File: src/rtl/ntd_sram_pkg.sv
package ntd_sram_pkg;

    typedef enum logic [1:0] {
        OP_IDLE  = 2'd0,
        OP_READ  = 2'd1,
        OP_WRITE = 2'd2
    } op_e;

    // Number of address bits the burst counter walks through.
    localparam int BURST_BITS = 2;

    // Low address bits for step k of a burst that started at 'start'.
    function automatic logic [BURST_BITS-1:0] burst_low(
        input logic [BURST_BITS-1:0] start,
        input logic [BURST_BITS-1:0] step,
        input logic                  interleaved
    );
        return interleaved ? (start ^ step) : (start + step);
    endfunction

endpackage

File: src/rtl/ntd_burst_ctr.sv
module ntd_burst_ctr
    import ntd_sram_pkg::*;
#(
    parameter int AW = 6
) (
    input  logic          clk,
    input  logic          rst,
    input  logic          en,
    input  logic          adv,
    input  logic          ilv,
    input  logic [AW-1:0] ext_addr,
    input  op_e           ext_op,
    output logic [AW-1:0] cmd_addr,
    output op_e           cmd_op
);
    logic [AW-1:0]         base_q;
    logic [BURST_BITS-1:0] cnt_q;
    logic [BURST_BITS-1:0] cnt_nx;
    op_e                   kind_q;

    assign cnt_nx = cnt_q + 1'b1;

    always_comb begin
        if (adv) begin
            cmd_addr = {base_q[AW-1:BURST_BITS], burst_low(base_q[BURST_BITS-1:0], cnt_nx, ilv)};
            cmd_op   = kind_q;
        end else begin
            cmd_addr = ext_addr;
            cmd_op   = ext_op;
        end
    end

    always_ff @(posedge clk) begin
        if (rst) begin
            base_q <= '0;
            cnt_q  <= '0;
            kind_q <= OP_IDLE;
        end else if (en) begin
            if (adv) begin
                cnt_q <= cnt_nx;
            end else begin
                base_q <= ext_addr;
                cnt_q  <= '0;
                kind_q <= ext_op;
            end
        end
    end
endmodule

File: src/rtl/ntd_cmd_pipe.sv
module ntd_cmd_pipe
    import ntd_sram_pkg::*;
#(
    parameter int AW     = 6,
    parameter int LANES  = 4,
    parameter int STAGES = 2
) (
    input  logic             clk,
    input  logic             rst,
    input  logic             en,
    input  op_e              in_op,
    input  logic [AW-1:0]    in_addr,
    input  logic [LANES-1:0] in_bwe_n,
    output logic [AW-1:0]    head_addr,
    output op_e              tail_op,
    output logic [AW-1:0]    tail_addr,
    output logic [LANES-1:0] tail_bwe_n
);
    typedef struct packed {
        op_e              op;
        logic [AW-1:0]    addr;
        logic [LANES-1:0] bwe_n;
    } slot_t;

    slot_t in_slot;
    assign in_slot = '{op: in_op, addr: in_addr, bwe_n: in_bwe_n};

    for (genvar i = 0; i < STAGES; i++) begin : g_stage
        slot_t q;
        if (i == 0) begin : g_first
            always_ff @(posedge clk) begin
                if (rst)     q <= '{op: OP_IDLE, addr: '0, bwe_n: '1};
                else if (en) q <= in_slot;
            end
        end else begin : g_next
            always_ff @(posedge clk) begin
                if (rst)     q <= '{op: OP_IDLE, addr: '0, bwe_n: '1};
                else if (en) q <= g_stage[i-1].q;
            end
        end
    end

    assign head_addr  = g_stage[0].q.addr;
    assign tail_op    = g_stage[STAGES-1].q.op;
    assign tail_addr  = g_stage[STAGES-1].q.addr;
    assign tail_bwe_n = g_stage[STAGES-1].q.bwe_n;
endmodule

File: src/rtl/ntd_mem_core.sv
module ntd_mem_core
    import ntd_sram_pkg::*;
#(
    parameter int AW     = 6,
    parameter int LANES  = 4,
    parameter int LANE_W = 8
) (
    input  logic                    clk,
    input  logic                    rst,
    input  logic                    en,
    input  op_e                     op,
    input  logic [AW-1:0]           addr,
    input  logic [LANES-1:0]        bwe_n,
    input  logic [LANES*LANE_W-1:0] wdata,
    output logic [LANES*LANE_W-1:0] rdata,
    output logic                    rvalid
);
    localparam int WORDS = 1 << AW;

    for (genvar g = 0; g < LANES; g++) begin : g_lane
        logic [LANE_W-1:0] cells [WORDS];
        logic [LANE_W-1:0] q;

        always_ff @(posedge clk) begin
            if (en && op == OP_WRITE && !bwe_n[g])
                cells[addr] <= wdata[g*LANE_W +: LANE_W];
            if (en && op == OP_READ)
                q <= cells[addr];
        end

        assign rdata[g*LANE_W +: LANE_W] = q;
    end

    always_ff @(posedge clk) begin
        if (rst)     rvalid <= 1'b0;
        else if (en) rvalid <= (op == OP_READ);
    end
endmodule

File: src/rtl/ntd_sram.sv
module ntd_sram
    import ntd_sram_pkg::*;
#(
    parameter int ADDR_W = 6,
    parameter int LANES  = 4,
    parameter int LANE_W = 8
) (
    input  logic                    clk,
    input  logic                    rst,
    input  logic                    cke_n,
    input  logic                    ce_a_n,
    input  logic                    ce_b,
    input  logic                    ce_c_n,
    input  logic                    we_n,
    input  logic                    adv,
    input  logic                    burst_ilv,
    input  logic [LANES-1:0]        bwe_n,
    input  logic                    oe_n,
    input  logic [ADDR_W-1:0]       addr,
    input  logic [LANES*LANE_W-1:0] din,
    output logic [LANES*LANE_W-1:0] dout,
    output logic                    dout_en
);
    localparam int DATA_W  = LANES * LANE_W;
    localparam int LATENCY = 2;

    logic              active;
    logic              selected;
    op_e               ext_op;
    op_e               cmd_op;
    logic [ADDR_W-1:0] cmd_addr;
    logic [ADDR_W-1:0] s1_addr;
    op_e               exec_op;
    logic [ADDR_W-1:0] exec_addr;
    logic [LANES-1:0]  exec_bwe_n;
    logic              rd_valid;

    assign active   = !cke_n;
    assign selected = !ce_a_n && ce_b && !ce_c_n;
    assign ext_op   = !selected ? OP_IDLE : (we_n ? OP_READ : OP_WRITE);

    ntd_burst_ctr #(.AW(ADDR_W)) u_burst (
        .clk      (clk),
        .rst      (rst),
        .en       (active),
        .adv      (adv),
        .ilv      (burst_ilv),
        .ext_addr (addr),
        .ext_op   (ext_op),
        .cmd_addr (cmd_addr),
        .cmd_op   (cmd_op)
    );

    ntd_cmd_pipe #(.AW(ADDR_W), .LANES(LANES), .STAGES(LATENCY)) u_pipe (
        .clk        (clk),
        .rst        (rst),
        .en         (active),
        .in_op      (cmd_op),
        .in_addr    (cmd_addr),
        .in_bwe_n   (bwe_n),
        .head_addr  (s1_addr),
        .tail_op    (exec_op),
        .tail_addr  (exec_addr),
        .tail_bwe_n (exec_bwe_n)
    );

    ntd_mem_core #(.AW(ADDR_W), .LANES(LANES), .LANE_W(LANE_W)) u_mem (
        .clk    (clk),
        .rst    (rst),
        .en     (active),
        .op     (exec_op),
        .addr   (exec_addr),
        .bwe_n  (exec_bwe_n),
        .wdata  (din),
        .rdata  (dout),
        .rvalid (rd_valid)
    );

    assign dout_en = rd_valid && !oe_n;
endmodule

File: config.mk
export PLATFORM = sky130hd
export DESIGN_NAME = ntd_sram
export DESIGN_NICKNAME = d
export VERILOG_FILES = /design/src/rtl/ntd_sram_pkg.sv /design/src/rtl/ntd_burst_ctr.sv /design/src/rtl/ntd_cmd_pipe.sv /design/src/rtl/ntd_mem_core.sv /design/src/rtl/ntd_sram.sv
export SDC_FILE = /design/constraint.sdc
export NUM_CORES = 2
export LEC_CHECK = 0
export ABC_AREA = 0
export BUFFER_PORTS_ARGS = -buffer_cell sky130_fd_sc_hd__clkbuf_2
export CORE_MARGIN = 2
export CORE_UTILIZATION = 35
export DETAILED_ROUTE_END_ITERATION = 6
export GPL_TIMING_DRIVEN = 0
export SLEW_MARGIN = 30
export SYNTH_ARGS = -nofsm -noshare
export SYNTH_HDL_FRONTEND = slang
export SYNTH_SLANG_ARGS = --single-unit
File: constraint.sdc
create_clock -name clk -period 3.1 [get_ports clk]
set_input_delay 0 -clock clk [delete_from_list [all_inputs] [get_ports clk]]
set_output_delay 0 -clock clk [all_outputs]
set_load 0.02 [all_outputs]
# Word level (Yosys, flattened, before mapping)
# Memory sizes are Yosys's and may differ from the RTL's. A register that Yosys moved wholly into a read port is not among the register bits.
# Index checks and enable logic that the tools add are counted.
[word_totals]
reg_bits = 33
ramBits = 2048
input_bits = 52
output_inout_bits = 33
word_cells = 51
mem_count = 4
[mem_list]
columns = ["name", "depth", "width", "read_ports", "rd_clocked_by_memory_dff", "wr", "line", "text"]
rows = [
  ["u_mem.g_lane[0].cells", 64, 8, 1, 1, 1, "ntd_mem_core.sv:21", "logic [LANE_W-1:0] cells [WORDS];"],
  ["u_mem.g_lane[1].cells", 64, 8, 1, 1, 1, "ntd_mem_core.sv:21", ""],
  ["u_mem.g_lane[2].cells", 64, 8, 1, 1, 1, "ntd_mem_core.sv:21", ""],
  ["u_mem.g_lane[3].cells", 64, 8, 1, 1, 1, "ntd_mem_core.sv:21", ""],
]
[op_classes]
add_sub_neg = 2
n_eq_ne = 2
muxes = 13
bitwise_logic = 3
reduce_logical = 18
[op_table]
columns = ["cell", "count"]
rows = [
  ["$logic_and 1x1->1", 9],
  ["$logic_not 1->1", 8],
  ["$mux 1", 8],
  ["$mux 2", 4],
  ["$mux 6", 1],
  ["$add 2x1->2 const B", 1],
  ["$add 2x2->2", 1],
  ["$eq 2x1->1 const B", 1],
  ["$eq 2x2->1 const B", 1],
  ["$not 1->1", 2],
  ["$reduce_and 2->1", 1],
  ["$xor 2x2->2", 1],
]

# Depth between registers and ports, before layout
[logic_depth]
word_depth = 5
depth_mapped = 12

# By module
# A second synthesis with hierarchy kept.
[hier_totals]
cells_unflattened = 4612
area_unflattened_um2 = 80818.8
[modules_own_cells]
columns = ["mod", "instances", "cells_each", "area_each_um2", "seq_area_each_um2"]
rows = [
  ["ntd_mem_core", 1, 4477, 79331.1, 62479.9],
  ["ntd_cmd_pipe", 1, 83, 924.6, 480.5],
  ["ntd_burst_ctr", 1, 48, 525.5, 200.2],
  ["ntd_sram", 1, 4, 37.5, 0.0],
]

# Worst setup path after synthesis
# Ideal clock, no wire load.
[synth_path]
path_type = "input-to-reg"
from = "input port cke_n"
to = "register u_mem.g_lane[0].q[0] (read register of u_mem.g_lane[0].cells) (enable)"
setup_ps = 470
t_arrival_ps = 2844
required_time_ps = 2630
slack_ps = -215
path_stages = 3
cell_sequence = "clkbuf_1 > clkbuf_1 > nor3b_1"
[synth_between]
elab_chain_cells = 2
[synth_lines]
columns = ["item", "line", "text"]
rows = [
  ["from (decl)", "ntd_sram.sv:10", "input logic cke_n,"],
  ["$logic_not 1->1", "ntd_sram.sv:38", "assign active = !cke_n;"],
  ["$logic_and 1x1->1", "ntd_mem_core.sv:27", "if (en && op == OP_READ)"],
  ["to (decl)", "ntd_mem_core.sv:22", "logic [LANE_W-1:0] q;"],
]
# No other way between the ends.
# A chain may end at the register's enable or synchronous reset.

==> results.ini <==
[placement]
portBuffers = 82
pre_cts_ws_ns = -2.61
place_hpwl_um = 310000
postPlaceCellArea_um2 = 88700
gp_congestion = 1.07

[setup_path]
rr_startpoint = u_pipe.tail_addr[1]$_SDFFE_PP0N_
crit_type = reg -> reg
crit_chain = buf_12 -> clkinvlp_4 -> nand2_2 -> buf_8 -> o22ai_1 -> nor4_2 -> buf_4 -> o221ai_1 -> or4_4
start_kind = flop
critPathArrivalTime_ns = 3.98
crit_fanout = 10
worst-r2r-cell-count = 9
critPathSlowestCell = or4_4
end_kind = flop
critPathRequiredTime_ns = 3.68
r2r_setup_slack_ns = -0.31
path_buf_inv = 4
crit_family = simple AND/OR/NAND/NOR gates
reg2reg_to = u_mem.g_lane[2].q[3]$_DFFE_PP_
cp_slowest_stage_delay_ns = 0.56

[timing]
tightestPinTransition_ns = 1.02
relSlewSlack = 0.311
timing.final.crit_share = 1.10
drv_slew = 0
setup_viol = 686
finalWorstSetupSlack_ns = -0.306
hold_viol = 0
fin_skew_ns = 0.0938
period_minus_slack_ns = 3.41
rsz0062_at_grt = true
fmax_mhz = 294
hold_slack_ns = 0.0355

[clocking]
clkTransAtPathRegs_ns = 0.06
clock_latency_ns = 0.94
cts_made_buffers = 218
ctsRootBufferMaster = clkbuf_16
cts_tree = done
cts_max_level = 4
max-clock-path-buffers = 3
cts.sink_count = 2113

[min_path]
hold_start = addr[0]
hold_depth = 6
min_path_type = in -> reg
hold_end = u_pipe.head_addr[0]$_SDFFE_PP0N_

[route]
ant_nets = 0
drt_iter0_drc = 12700
vias = 60300
wl_per_cell_um = 50.7
dr.pass1.iters = 7
viasPerCell = 6.76
drt-total-wl_um = 452000
drc = 17

[floorplanning]
fp-row-count = 176
io_pins = 85
coreArea_um2 = 230000
dieArea_um2 = 235000
die_y_um = 485
initial_utilization = 0.352
die_w_um = 485

[final_layout]
final_layout_size_suffix_gt1_frac = 0.322
layout-area-overhead-vs-synth_pct = 32.9
final_area_um2 = 108000
final_util = 0.468
finalNetCount = 5712

[run]
drv_cap = 0

[logic_synthesis]
yosysWarningCount = 0
synth_fp_nets = 4831
seq_area_frac_synth = 0.779
avgSynthCellArea_um2 = 16.9
synthesis.area_um2 = 81000
yosys.area.top_type_share = 0.771
syn_inst = 4778
synthDistinctLibCells = 64
ys_seq_elements = 2113
synth_area_leaders = edfxtp_1 (77%), a22oi_1 (3.6%), a221oi_1 (2.5%)
ys.flop_type = edfxtp_1
async_reset_ff_frac = 0
synth_area_leader_cell = edfxtp_1
synth_edf_count = 2080

[status]
violations = DRC, setup timing
outcome = complete, but fails checks

[global_routing]
grt_overflow = 0
grt_usage = 0.374
antenna_found_initial = 63
grt_start_max_net_pins = 65
grt_pass1_vias = 53500
grt_pass1_wl_um = 563000

[pwr]
power.density_nw_per_um2 = 578
leakage_nw = 33.9
ir_drop_mv = 0.558

[layout make-up]
type,count,area [µm²]
Buffer,369,4750
Multi-Input combinational cell,2284,19600
Antenna cell,53,133
Timing Repair Buffer,669,9050
Sequential cell,2113,63100
Clock inverter,144,1450
Tap cell,3026,3790
Inverter,4,26.3
Fill cell,19300,123000
Clock buffer,256,5640
[what timing repair did]
action / 4_1_cts / 5_1_grt
hold buffers: 88 / 0
setup endpoints to repair: 2083 / 400
gates cloned: 2 / 3
pin swaps: 205 / 77
buffers inserted: 261 / 108
resized for setup: 1113 / 303
endpoints found under the hold margin: 2081 / 0
[Yosys cell counts, drive strengths merged (9+ instances only)]
library cell  number
nand4              9
o22ai            153
mux4              38
a211oi            25
nand3             32
a22oi            387
nor2b             18
or4               18
a22o              45
nor4              14
clkbuf           159
nor3              33
edfxtp          2080
a221oi           231
a31oi             38
a222oi            15
mux2              65
o221ai            33
o21ai            149
nand2            134
o32ai             25
a311oi            15
a221o             19
buf              218
mux2i            199
dfxtp             33
nor2             386
a21oi            106
[layout by cell type, fill, tap and decap left out, types with 27 or more instances in the layout]
cell type,n
nand3_1,32
dlygate4sd3_1,88
o221ai_1,29
clkbuf_2,111
a22oi_2,27
buf_8,50
edfxtp_1,2080
o21ai_0,110
clkbuf_1,47
buf_6,91
mux2_2,56
a22o_1,45
o22ai_1,146
a221oi_1,198
clkbuf_16,231
clkinv_1,56
mux4_2,38
nor2_4,255
a21oi_1,99
dfxtp_1,27
clkinv_2,34
nor2_1,121
buf_16,104
mux2i_1,182
nand2_2,51
nand2_1,65
diode_2,53
a31oi_1,36
buf_12,243
buf_4,218
o21ai_1,32
clkbuf_4,58
a22oi_1,360
[stage by stage]
step	total power, mW	instances	TNS (ns)
after global placement	35.0	7886	-6694.32
after global routing	63.0	8876	-2.24
after floorplan	33.0	4778	0
final	62.2	8918	-34.58
after CTS	61.6	8758	-2.79
after detailed placement	35.2	8012	-3178.69
[metal layers]
metal | up-vias | track usage | part of all wire
li1 | 21600 | - | -
met1 | 30800 | 0.450 | 0.34
met2 | 6266 | 0.515 | 0.40
met3 | 1686 | 0.172 | 0.16
met4 | 18 | 0.297 | 0.10
met5 | - | 0.000612 | 0.00038
[worst max-delay path by stage]
| stage | startpoint | end | slack (ns) | cells after the start |
|---|---|---|---|---|
| 6_report | u_pipe.tail_addr[1]$_SDFFE_PP0N_ | u_mem.g_lane[2].q[3]$_DFFE_PP_ | -0.31 | 9 |
| 5_1_grt | u_pipe.tail_addr[1]$_SDFFE_PP0N_ | u_mem.g_lane[2].q[3]$_DFFE_PP_ | -0.20 | 9 |
| 4_1_cts | u_pipe.tail_addr[2]$_SDFFE_PP0N_ | u_mem.g_lane[2].q[4]$_DFFE_PP_ | -0.15 | 10 |
| 3_5_place_dp | u_pipe.tail_addr[0]$_SDFFE_PP0N_ | u_mem.g_lane[2].q[4]$_DFFE_PP_ | -2.61 | 9 |
| 3_3_place_gp | u_pipe.tail_addr[5]$_SDFFE_PP0N_ | u_mem.g_lane[3].cells[36][4]$_DFFE_PP_ | -4.84 | 6 |
| 2_1_floorplan | u_pipe.tail_addr[4]$_SDFFE_PP0N_ | u_mem.g_lane[0].cells[16][0]$_DFFE_PP_ | 0.63 | 6 |
[state kept, by name, summed over array words and instances (netlist names)]
register            cells
u_pipe.tail_addr        6
u_pipe.tail_op          2
u_mem.g_lane.q         32
u_burst.kind_q          2
u_mem.g_lane.cells   2048
u_pipe.g_stage.q        4
u_burst.cnt_q           2
u_pipe.head_addr        6
u_burst.base_q          6
u_pipe.tail_bwe_n       4
u_mem.rvalid            1
[worst register-to-register path, stage by stage, from the launching register on]
cell	delay (ns)
dfxtp_4	0.51
buf_12	0.24
clkinvlp_4	0.17
nand2_2	0.25
buf_8	0.28
o22ai_1	0.16
nor4_2	0.49
buf_4	0.28
o221ai_1	0.13
or4_4	0.56
[cells by family (layout without fill, tap and decap cells)]
family	after synthesis	count (layout)	synth area share
AOI/OAI and AO/OA	1285	1285	0.115
xor gates and xnor gates	3	3	0.000325
adders and majority gates	1	1	0.000154
buffers and inverters	381	1442	0.0228
DFF	2113	2113	0.779
muxes	302	302	0.0444
other	0	53	0
and+or+nand+nor	693	693	0.0374
[power by group]
part           internal (mW)  leakage (nW)  total [mW]  switching, mW
logic                   1.18          11.5        4.09           2.91
registers               31.4          19.0        31.4         0.0169
clock network           14.8          3.43        26.7           11.9
No activity file was read; power rests on OpenSTA's default activity.
